<file path="src/rtl/tachtmr_pkg.sv">
package tachtmr_pkg;
   localparam int HALF_W = 16;
   localparam int BYTE_W = 8;

   // Register index = byte offset / 2.
   typedef enum logic [3:0] {
      IX_CNT1 = 4'd0,  IX_CAPA = 4'd1,  IX_CAPB = 4'd2,  IX_CNT2 = 4'd3,
      IX_PRSC = 4'd4,  IX_CLKC = 4'd5,  IX_MODE = 4'd6,  IX_PEND = 4'd7,
      IX_CLR  = 4'd8,  IX_IEN  = 4'd9,  IX_CMPA = 4'd10, IX_CMPB = 4'd11,
      IX_CCFG = 4'd12, IX_SELA = 4'd13, IX_SELB = 4'd14, IX_NONE = 4'd15
   } reg_ix_e;

   // Field positions decoded by the channel logic.
   localparam int CLK1_BIT   = 0;
   localparam int CLK2_BIT   = 3;
   localparam int MODE5_BIT  = 2;
   localparam int EDGE_A_BIT = 3;
   localparam int EDGE_B_BIT = 4;
   localparam int EN_A_BIT   = 5;
   localparam int EN_B_BIT   = 6;

   typedef struct packed {
      logic [BYTE_W-1:0] prescale;
      logic [BYTE_W-1:0] clk_ctl;
      logic [BYTE_W-1:0] mode_ctl;
      logic [BYTE_W-1:0] int_en;
      logic [HALF_W-1:0] cmp_a;
      logic [HALF_W-1:0] cmp_b;
      logic [BYTE_W-1:0] cmp_cfg;
      logic [BYTE_W-1:0] sel_a;
      logic [BYTE_W-1:0] sel_b;
   } cfg_t;

   function automatic logic ix_is_half(reg_ix_e ix);
      return (ix == IX_CNT1) || (ix == IX_CAPA) || (ix == IX_CAPB) ||
             (ix == IX_CNT2) || (ix == IX_CMPA) || (ix == IX_CMPB);
   endfunction
endpackage

</file>
<file path="src/rtl/tachtmr_decode.sv">
module tachtmr_decode
   import tachtmr_pkg::*;
#(
   parameter int ADDR_W = 8
) (
   input  logic [ADDR_W-1:0] addr,
   input  logic              size_half,
   output reg_ix_e           ix,
   output logic              err
);
   localparam int IX_LSB = 1;
   localparam int IX_MSB = 4;

   logic in_window;
   logic misaligned;

   assign in_window  = (addr[ADDR_W-1:IX_MSB+1] == '0);
   assign misaligned = addr[0];
   assign ix         = reg_ix_e'(addr[IX_MSB:IX_LSB]);

   always_comb begin
      err = 1'b0;
      if (!in_window || misaligned || ix == IX_NONE) err = 1'b1;
      else if (ix_is_half(ix) != size_half)          err = 1'b1;
   end
endmodule

</file>
<file path="src/rtl/tachtmr_cfg_regs.sv">
module tachtmr_cfg_regs
   import tachtmr_pkg::*;
(
   input  logic              clk,
   input  logic              rst_n,
   input  logic              wr_ok,
   input  reg_ix_e           ix,
   input  logic [HALF_W-1:0] wdata,
   output cfg_t              cfg_q
);
   logic [BYTE_W-1:0] wb;
   assign wb = wdata[BYTE_W-1:0];

   always_ff @(posedge clk or negedge rst_n) begin
      if (!rst_n) begin
         cfg_q <= '0;
      end else if (wr_ok) begin
         unique case (ix)
            IX_PRSC: cfg_q.prescale <= wb;
            IX_CLKC: cfg_q.clk_ctl  <= wb;
            IX_MODE: cfg_q.mode_ctl <= wb;
            IX_IEN:  cfg_q.int_en   <= wb;
            IX_CMPA: cfg_q.cmp_a    <= wdata;
            IX_CMPB: cfg_q.cmp_b    <= wdata;
            IX_CCFG: cfg_q.cmp_cfg  <= wb;
            IX_SELA: cfg_q.sel_a    <= wb;
            IX_SELB: cfg_q.sel_b    <= wb;
            default: ;
         endcase
      end
   end
endmodule

</file>
<file path="src/rtl/tachtmr_pending.sv">
module tachtmr_pending #(
   parameter int NUM_EVT        = 6,
   parameter bit IRQ_REGISTERED = 1'b1
) (
   input  logic               clk,
   input  logic               rst_n,
   input  logic [NUM_EVT-1:0] evt,
   input  logic               clr_we,
   input  logic [NUM_EVT-1:0] clr_mask,
   input  logic [NUM_EVT-1:0] en,
   output logic [NUM_EVT-1:0] pend_q,
   output logic               irq
);
   logic [NUM_EVT-1:0] clr_eff;
   logic               irq_raw;

   assign clr_eff = clr_we ? clr_mask : '0;

   for (genvar i = 0; i < NUM_EVT; i++) begin : g_bit
      always_ff @(posedge clk or negedge rst_n) begin
         if (!rst_n) pend_q[i] <= 1'b0;
         else        pend_q[i] <= evt[i] | (pend_q[i] & ~clr_eff[i]);
      end
   end

   assign irq_raw = |(pend_q & en);

   if (IRQ_REGISTERED) begin : g_irq_reg
      always_ff @(posedge clk or negedge rst_n) begin
         if (!rst_n) irq <= 1'b0;
         else        irq <= irq_raw;
      end
      AST_IRQ_TRACKS: assert property (@(posedge clk) disable iff (!rst_n)
         1'b1 |=> (irq == $past(|(pend_q & en))));
   end else begin : g_irq_comb
      assign irq = irq_raw;
   end

   AST_PEND_STICKY: assert property (@(posedge clk) disable iff (!rst_n)
      1'b1 |=> ((pend_q & $past(pend_q & ~clr_eff)) == $past(pend_q & ~clr_eff)));
   AST_EVT_BEATS_CLR: assert property (@(posedge clk) disable iff (!rst_n)
      ((evt & clr_eff) != '0) |=> ((pend_q & $past(evt & clr_eff)) == $past(evt & clr_eff)));
endmodule

</file>
<file path="src/rtl/tachtmr_regif.sv">
module tachtmr_regif
   import tachtmr_pkg::*;
#(
   parameter int ADDR_W         = 8,
   parameter int DATA_W         = 16,
   parameter int NUM_EVT        = 6,
   parameter bit IRQ_REGISTERED = 1'b1
) (
   input  logic               clk,
   input  logic               rst_n,
   input  logic               req_valid,
   input  logic               req_write,
   input  logic [ADDR_W-1:0]  req_addr,
   input  logic               req_size,
   input  logic [DATA_W-1:0]  req_wdata,
   output logic               rsp_valid,
   output logic [DATA_W-1:0]  rsp_rdata,
   output logic               rsp_err,
   input  logic [DATA_W-1:0]  cnt1_val,
   input  logic [DATA_W-1:0]  cap_a_val,
   input  logic [DATA_W-1:0]  cap_b_val,
   input  logic [DATA_W-1:0]  cnt2_val,
   input  logic [NUM_EVT-1:0] evt_pulse,
   output logic [7:0]         prescale,
   output logic               clk1_gate,
   output logic               clk2_gate,
   output logic               ch_a_en,
   output logic               ch_b_en,
   output logic               ch_a_edge,
   output logic               ch_b_edge,
   output logic               mode5_en,
   output logic [DATA_W-1:0]  cmp_a,
   output logic [DATA_W-1:0]  cmp_b,
   output logic [3:0]         cmp_cfg_a,
   output logic [3:0]         cmp_cfg_b,
   output logic               in_sel_a,
   output logic               in_sel_b,
   output logic               irq
);
   localparam int NIB_W = BYTE_W / 2;
   localparam int PAD_B = DATA_W - BYTE_W;
   localparam int PAD_E = DATA_W - NUM_EVT;

   if (DATA_W != HALF_W) begin : g_bad_data
      $error("DATA_W must equal HALF_W");
   end
   if (ADDR_W < 6) begin : g_bad_addr
      $error("ADDR_W must be at least 6");
   end
   if (NUM_EVT < 1 || NUM_EVT > BYTE_W) begin : g_bad_evt
      $error("NUM_EVT must be 1..BYTE_W");
   end

   reg_ix_e           ix;
   logic              dec_err;
   logic              wr_ok;
   cfg_t              cfg_q;
   logic [NUM_EVT-1:0] pend_q;
   logic [DATA_W-1:0] rd_mux;

   tachtmr_decode #(.ADDR_W(ADDR_W)) u_dec (
      .addr      (req_addr),
      .size_half (req_size),
      .ix        (ix),
      .err       (dec_err)
   );

   assign wr_ok = req_valid & req_write & ~dec_err;

   tachtmr_cfg_regs u_cfg (
      .clk   (clk),
      .rst_n (rst_n),
      .wr_ok (wr_ok),
      .ix    (ix),
      .wdata (req_wdata),
      .cfg_q (cfg_q)
   );

   tachtmr_pending #(.NUM_EVT(NUM_EVT), .IRQ_REGISTERED(IRQ_REGISTERED)) u_pend (
      .clk      (clk),
      .rst_n    (rst_n),
      .evt      (evt_pulse),
      .clr_we   (wr_ok && ix == IX_CLR),
      .clr_mask (req_wdata[NUM_EVT-1:0]),
      .en       (cfg_q.int_en[NUM_EVT-1:0]),
      .pend_q   (pend_q),
      .irq      (irq)
   );

   always_comb begin
      rd_mux = '0;
      unique case (ix)
         IX_CNT1: rd_mux = cnt1_val;
         IX_CAPA: rd_mux = cap_a_val;
         IX_CAPB: rd_mux = cap_b_val;
         IX_CNT2: rd_mux = cnt2_val;
         IX_PRSC: rd_mux = {{PAD_B{1'b0}}, cfg_q.prescale};
         IX_CLKC: rd_mux = {{PAD_B{1'b0}}, cfg_q.clk_ctl};
         IX_MODE: rd_mux = {{PAD_B{1'b0}}, cfg_q.mode_ctl};
         IX_PEND: rd_mux = {{PAD_E{1'b0}}, pend_q};
         IX_IEN:  rd_mux = {{PAD_B{1'b0}}, cfg_q.int_en};
         IX_CMPA: rd_mux = cfg_q.cmp_a;
         IX_CMPB: rd_mux = cfg_q.cmp_b;
         IX_CCFG: rd_mux = {{PAD_B{1'b0}}, cfg_q.cmp_cfg};
         IX_SELA: rd_mux = {{PAD_B{1'b0}}, cfg_q.sel_a};
         IX_SELB: rd_mux = {{PAD_B{1'b0}}, cfg_q.sel_b};
         default: rd_mux = '0;
      endcase
   end

   always_ff @(posedge clk or negedge rst_n) begin
      if (!rst_n) begin
         rsp_valid <= 1'b0;
         rsp_err   <= 1'b0;
         rsp_rdata <= '0;
      end else begin
         rsp_valid <= req_valid;
         rsp_err   <= req_valid & dec_err;
         rsp_rdata <= (req_valid && !req_write && !dec_err) ? rd_mux : '0;
      end
   end

   assign prescale  = cfg_q.prescale;
   assign clk1_gate = cfg_q.clk_ctl[CLK1_BIT];
   assign clk2_gate = cfg_q.clk_ctl[CLK2_BIT];
   assign ch_a_en   = cfg_q.mode_ctl[EN_A_BIT];
   assign ch_b_en   = cfg_q.mode_ctl[EN_B_BIT];
   assign ch_a_edge = cfg_q.mode_ctl[EDGE_A_BIT];
   assign ch_b_edge = cfg_q.mode_ctl[EDGE_B_BIT];
   assign mode5_en  = cfg_q.mode_ctl[MODE5_BIT];
   assign cmp_a     = cfg_q.cmp_a;
   assign cmp_b     = cfg_q.cmp_b;
   assign cmp_cfg_a = cfg_q.cmp_cfg[NIB_W-1:0];
   assign cmp_cfg_b = cfg_q.cmp_cfg[BYTE_W-1:NIB_W];
   assign in_sel_a  = cfg_q.sel_a[0];
   assign in_sel_b  = cfg_q.sel_b[0];

   AST_RSP_FOLLOWS_REQ: assert property (@(posedge clk) disable iff (!rst_n)
      req_valid |=> rsp_valid);
   AST_NO_SPURIOUS_RSP: assert property (@(posedge clk) disable iff (!rst_n)
      !req_valid |=> !rsp_valid);
   AST_BAD_WRITE_INERT: assert property (@(posedge clk) disable iff (!rst_n)
      (req_valid && req_write && dec_err) |=> $stable(cfg_q));
   AST_ERR_ZERO_DATA: assert property (@(posedge clk) disable iff (!rst_n)
      rsp_err |-> (rsp_rdata == '0));
   AST_CLR_READS_ZERO: assert property (@(posedge clk) disable iff (!rst_n)
      (req_valid && !req_write && ix == IX_CLR) |=> (rsp_rdata == '0));
   always_ff @(posedge clk) begin
      AST_RESET_IRQ_LOW: assert (rst_n || !irq);
   end
endmodule

</file>
<file path="config.mk">
export PLATFORM = sky130hd
export DESIGN_NAME = tachtmr_regif
export DESIGN_NICKNAME = d
export VERILOG_FILES = /design/src/rtl/tachtmr_pkg.sv /design/src/rtl/tachtmr_decode.sv /design/src/rtl/tachtmr_cfg_regs.sv /design/src/rtl/tachtmr_pending.sv /design/src/rtl/tachtmr_regif.sv
export SDC_FILE = /design/constraint.sdc
export NUM_CORES = 1
export LEC_CHECK = 0
export CORE_MARGIN = 3
export CORE_UTILIZATION = 49
export CTS_CLUSTER_DIAMETER = 30
export DETAILED_ROUTE_END_ITERATION = 16
export GPL_ROUTABILITY_DRIVEN = 0
export PLACE_DENSITY = 0.82
export SLEW_MARGIN = 20
export SYNTH_ARGS = -nofsm -noshare
export SYNTH_HDL_FRONTEND = slang
export SYNTH_SLANG_ARGS = --single-unit
</file>
<file path="constraint.sdc">
create_clock -name clk -period 1.36 [get_ports clk]
set_input_delay 0.136 -clock clk [delete_from_list [all_inputs] [get_ports clk]]
set_output_delay 0.136 -clock clk [all_outputs]
set_load 0.01 [all_outputs]
</file>
* Word level (Yosys, flattened, before mapping)
Index checks and enable logic that the tools add are counted.
** Cells by class
- Multiplexer cells :: 5
- Reduce and logical (&&, ||, !) cells :: 25
- Bitwise operators :: 23
- Eq/ne operators :: 16
** Operators by type and width (count)
- case mux 16 bit (14 select lines) :: 1
- equality test 4 bit (second input constant) :: 8
- AND reduction 2 bit :: 9
- equality test 4 x 3 -> 1 bit (second input constant) :: 4
- two-way mux 16 bit :: 1
- bitwise AND 1 bit :: 9
- equality test 4 x 2 -> 1 bit (second input constant) :: 2
- logical OR 1 bit :: 7
- inverter 1 bit :: 7
- bitwise AND 6 bit :: 1
- two-way mux 6 bit :: 1
- OR 1 bit :: 6
- OR reduction 6 bit :: 1
- equality test 4 x 1 -> 1 bit (second input constant) :: 1
- zero test 4 bit :: 1
- logical AND 1 bit :: 3
- zero test 1 bit :: 3
- zero test 3 bit :: 1
- two-way mux 1 bit :: 2
- inequality test 1 bit :: 1
** Storage, ports and cells
- Output and inout port bits :: 76
- Bits in registers :: 113

* Longest topological paths before layout
- Word-level depth :: 16
- Mapped depth :: 8
- Gate-level depth less buffers :: 5

* By module
Synthesis repeated with hierarchy kept, for this count alone.
** Second synthesis, totals
- Cell total of the unflattened synthesis :: 487
- Area total of the unflattened synthesis :: 5816.8 µm²
** By module, submodules not included
- tachtmr_cfg_regs :: sequential area each 2202.1 µm², cells an instance 195, area each 3388.2 µm², instances 1
- tachtmr_regif :: sequential area each 450.4 µm², cells an instance 256, area each 2082.0 µm², instances 1
- tachtmr_pending :: sequential area each 175.2 µm², cells an instance 23, area each 270.3 µm², instances 1
- tachtmr_decode :: sequential area each 0.0 µm², cells an instance 13, area each 76.3 µm², instances 1

* Least setup slack after synthesis
OpenSTA, ideal clock, no wires.
- Kind :: input port to flip-flop
- Start :: input req_addr[4]
- End :: register, netlist name u_cfg.cfg_q[40]
- Data required time :: 1.235 ns
- Arrival time :: 1.801 ns
- Setup slack :: -0.567 ns
- Setup time :: 0.125 ns
- Stages :: 7
- Cells stage by stage :: buf_6 -> nor2b_1 -> o21ai_2 -> o311ai_4 -> nor4_4 -> buf_8 -> mux2_4
** Between the ends
- Word-level cells in the longest chain between the ends :: 12
** Ends and longest elaborated chain
- from (decl) :: line tachtmr_regif.sv:13 : input logic [ADDR_W-1:0] req_addr,
- equality test 4 x 1 -> 1 bit / zero test 4 bit (equally long branches) :: line tachtmr_pkg.sv:35 : return (ix == IX_CNT1) || (ix == IX_CAPA) || (ix == IX_CAPB) ||
- logical OR 1 bit (3 in a row) :: line tachtmr_pkg.sv:35
- logical OR 1 bit (2 in a row) :: line tachtmr_pkg.sv:36 : (ix == IX_CNT2) || (ix == IX_CMPA) || (ix == IX_CMPB);
- inequality test 1 bit :: line tachtmr_decode.sv:24 : else if (ix_is_half(ix) != size_half) err = 1'b1;
- two-way mux 1 bit :: line tachtmr_decode.sv:24
- two-way mux 1 bit :: line tachtmr_decode.sv:23 : if (!in_window || misaligned || ix == IX_NONE) err = 1'b1;
- inverter 1 bit :: line tachtmr_regif.sv:68 : assign wr_ok = req_valid & req_write & ~dec_err;
- bitwise AND 1 bit :: line tachtmr_regif.sv:68
- AND reduction 2 bit (no source line) *
Mark *: on every way between the ends. The rest lies on a longest branch, timed or not.
A chain may end at the register's enable or synchronous reset.

* Final worst setup path
- Start :: input req_addr[4]
- End :: register, netlist name u_cfg.cfg_q[47]
** Between the ends
- Word-level cells in the longest chain between the ends :: 12
** Ends and longest elaborated chain (line)
- equality test 4 x 1 -> 1 bit / zero test 4 bit (equally long branches) :: tachtmr_pkg.sv:35
- logical OR 1 bit (3 in a row) :: tachtmr_pkg.sv:35
- logical OR 1 bit (2 in a row) :: tachtmr_pkg.sv:36
- inequality test 1 bit :: tachtmr_decode.sv:24
- two-way mux 1 bit :: tachtmr_decode.sv:24
- two-way mux 1 bit :: tachtmr_decode.sv:23
- inverter 1 bit :: tachtmr_regif.sv:68
- bitwise AND 1 bit :: tachtmr_regif.sv:68
- AND reduction 2 bit (no source line) *
Marks and branches as above.

==> results.py <==
metrics = {
    "clock_network": {
        "numClockSinks": 113,
        "clkTransAtPathRegs_ns": 0.06,
        "clock_path_buffers": 2,
        "numCtsBuffers": 17,
        "htreeDepth": 4,
        "clkLatencyLatePin_ns": 0.42,
        "cts_tree": "yes",
        "clock-root-buffer": "clkbuf_16",
    },
    "logic_synthesis": {
        "postSynth.asyncResetShare": 1.00,
        "ys_types": 49,
        "synth.largest_area_cell": "dfrtp_1",
        "synth-main-ff-cell": "dfrtp_1",
        "yosysMostFrequentCell": "dfrtp_1",
        "yosys-top-cells-count": "dfrtp_1, mux2_2, buf_4",
        "synth_seq_cells": 113,
        "seq_area_frac_synth": 0.457,
        "synth_area_leaders": "dfrtp_1, mux2_2, buf_4",
        "synth_top_cell_area_share": 0.457,
        "ys_warn_count": 0,
        "avgSynthCellArea_um2": 11.3,
        "synth_area_um2": 6190,
        "synth_edf_count": 0,
        "syn_inst": 548,
        "syn_nets": 647,
    },
    "place": {
        "placed_cell_area_um2": 8370,
        "preCtsSetupSlack_ns": -0.868,
        "place_hpwl_mm": 14.8,
        "io_buffers": 174,
        "placed_cells": 880,
    },
    "sta": {
        "slew_viol_final": 0,
        "timing.final.crit_share": 1.13,
        "fin_worst_skew_ns": 0.00742,
        "slew_headroom": 0.652,
        "setup_ws_ns": -0.180,
        "setup-tns-final_ns": -4.77,
        "finalHoldViolCount": 0,
        "fmax_ghz": 0.650,
        "rsz0062_at_grt": "yes",
        "worst_slew_pin_slew_ns": 0.521,
        "min_period_ns": 1.54,
        "fin_hold_ws_ns": 0.165,
        "setup_violations": 51,
    },
    "min_path": {
        "min_path_type": "in2reg",
    },
    "global_routing": {
        "use_met3": 0.0986,
        "grt_max_degree": 36,
        "grtUsageMet2": 0.508,
        "track_usage": 0.310,
        "antenna_found_initial": 1,
        "met1_usage": 0.371,
        "globalRoute.totalOverflow": 0,
        "busiest_layer": "met2",
        "grt_pass1_wl_mm": 33.5,
        "grt_pass1_vias": 5949,
    },
    "final_layout": {
        "seq_area_um2": 2830,
        "final_area_um2": 9330,
        "drive_gt1_frac": 0.361,
        "multi_input_area_um2": 3120,
        "instances_no_fill": 933,
        "n_antenna_cell": 0,
        "finalNetCount": 851,
        "fill_cells": 685,
        "utilization": 0.767,
        "area_growth_pct": 50.7,
    },
    "die": {
        "boundaryPins": 175,
        "fp.dieH_um": 118,
        "coreArea_um2": 12200,
        "die-width_um": 118,
        "start_util": 0.509,
        "die_area_um2": 14000,
        "fp-row-count": 40,
    },
    "worst_setup_path": {
        "cp-end-kind": "flip-flop",
        "worstSetupPathType": "in2reg",
        "startpoint_type": "primary input",
        "cp_data_required_time_ns": 1.66,
        "crit_path_max_fanout": 7,
        "crit_arrival_ns": 1.84,
    },
    "route": {
        "drt-initial-drc-count": 646,
        "drcViolationCount": 0,
        "ant_nets": 0,
        "vias": 5721,
        "drtPass1Iterations": 7,
        "viasPerCell": 6.13,
        "routedWlPerCell_um": 24.3,
        "finalWirelength_mm": 22.7,
    },
    "power_and_ir_drop": {
        "max-vdd-ir-drop_mv": 0.803,
        "p_leak_nw": 4.56,
        "power_density_nw_per_um2": 983,
        "finalPower_mw": 9.17,
    },
    "run_status": {
        "failed_checks": "setup timing",
        "outcome": "finished with violations",
    },
    "run": {
        "maxCapViolations": 0,
    },
}
-- layer usage --
layer | part of all wire | vias to the layer above
met2 | 0.49 | 439
met3 | 0.11 | 105
met4 | 0.044 | 2
met5 | 0.00057 | -
li1 | - | 2373
met1 | 0.36 | 2802
-- where the power goes --
group | switching, mW | internal, mW | total (mW)
registers | 0.0379 | 3.41 | 3.45
logic | 0.620 | 0.651 | 1.27
clock network | 1.66 | 2.79 | 4.45
total | 2.32 | 6.86 | 9.17
-- placed cells by master (no fill, tap or decap), types with 4 or more instances in the layout --
master	synthesis	final
buf_4	49	72
dlygate4sd2_1	0	78
nand4_1	4	4
clkbuf_16	0	18
mux2_4	10	47
nand3_1	13	13
clkinvlp_4	0	4
a22oi_1	13	12
o21ai_0	15	12
a31oi_1	15	15
nor2_1	26	23
clkdlybuf4s50_1	0	86
nor2b_1	11	4
a22o_1	16	16
buf_6	1	15
mux2i_1	25	25
inv_1	13	13
nand2_1	24	23
mux2_2	89	52
nor2b_4	0	4
nor4_4	4	5
dfrtp_1	113	113
clkinv_4	0	4
a21oi_1	16	14
buf_12	0	9
o22ai_1	9	7
-- sequential cells by signal, indices dropped and copies added (netlist names) --
name	flops
rsp_valid	1
u_cfg.cfg_q	88
rsp_rdata	16
u_pend.pend_q	6
u_pend.irq	1
rsp_err	1
-- worst max-delay path, stage by stage --
cell and delay, ns:
buf_8 0.11, and3_4 0.17, o21ai_4 0.16, o311ai_4 0.16, buf_4 0.18, nor4_4 0.29, buf_4 0.19, buf_12 0.14
mux2_4 0.30
-- repair_timing --
action                                  CTS  global route
hold buffers                              1             0
endpoints found under the setup margin  186            85
cloned                                    1             0
resized for setup                       135            44
setup buffers                            11             9
pin swaps                                13            16
hold endpoints to repair                 26             0
-- path summary, 6_finish.rpt --
path	startpoint	to	slack [ns]	cells after the start
max in group asynchronous	rst_n	u_cfg.cfg_q[26]	0.54	3
max	req_addr[4]	u_cfg.cfg_q[47]	-0.18	9
min in group asynchronous	rst_n	u_cfg.cfg_q[23]	0.20	2
max reg2reg	u_cfg.cfg_q[47]	rsp_rdata[7]	0.05	5
min reg2reg	u_cfg.cfg_q[14]	u_cfg.cfg_q[14]	0.51	1
min	req_addr[0]	rsp_err	0.17	4
-- logic make-up (layout without fill, tap and decap cells) --
kind of cell	count (synthesis)	after routing	synth area share
mux	124	124	0.227
flops	113	113	0.457
simple gates	106	106	0.0986
buf+inv	97	314	0.0926
compound gates	108	108	0.125
-- cell type report --
| cell class | instances | area share |
|---|---|---|
| multi-input cells | 338 | 0.334 |
| flip-flops and latches | 113 | 0.303 |
| repair buffers | 269 | 0.272 |
| clock buffers | 20 | 0.0489 |
| well taps | 168 | 0.0225 |
| clock inverters | 12 | 0.0145 |
| inverters | 13 | 0.00523 |
(Power assumes the default switching activity.)
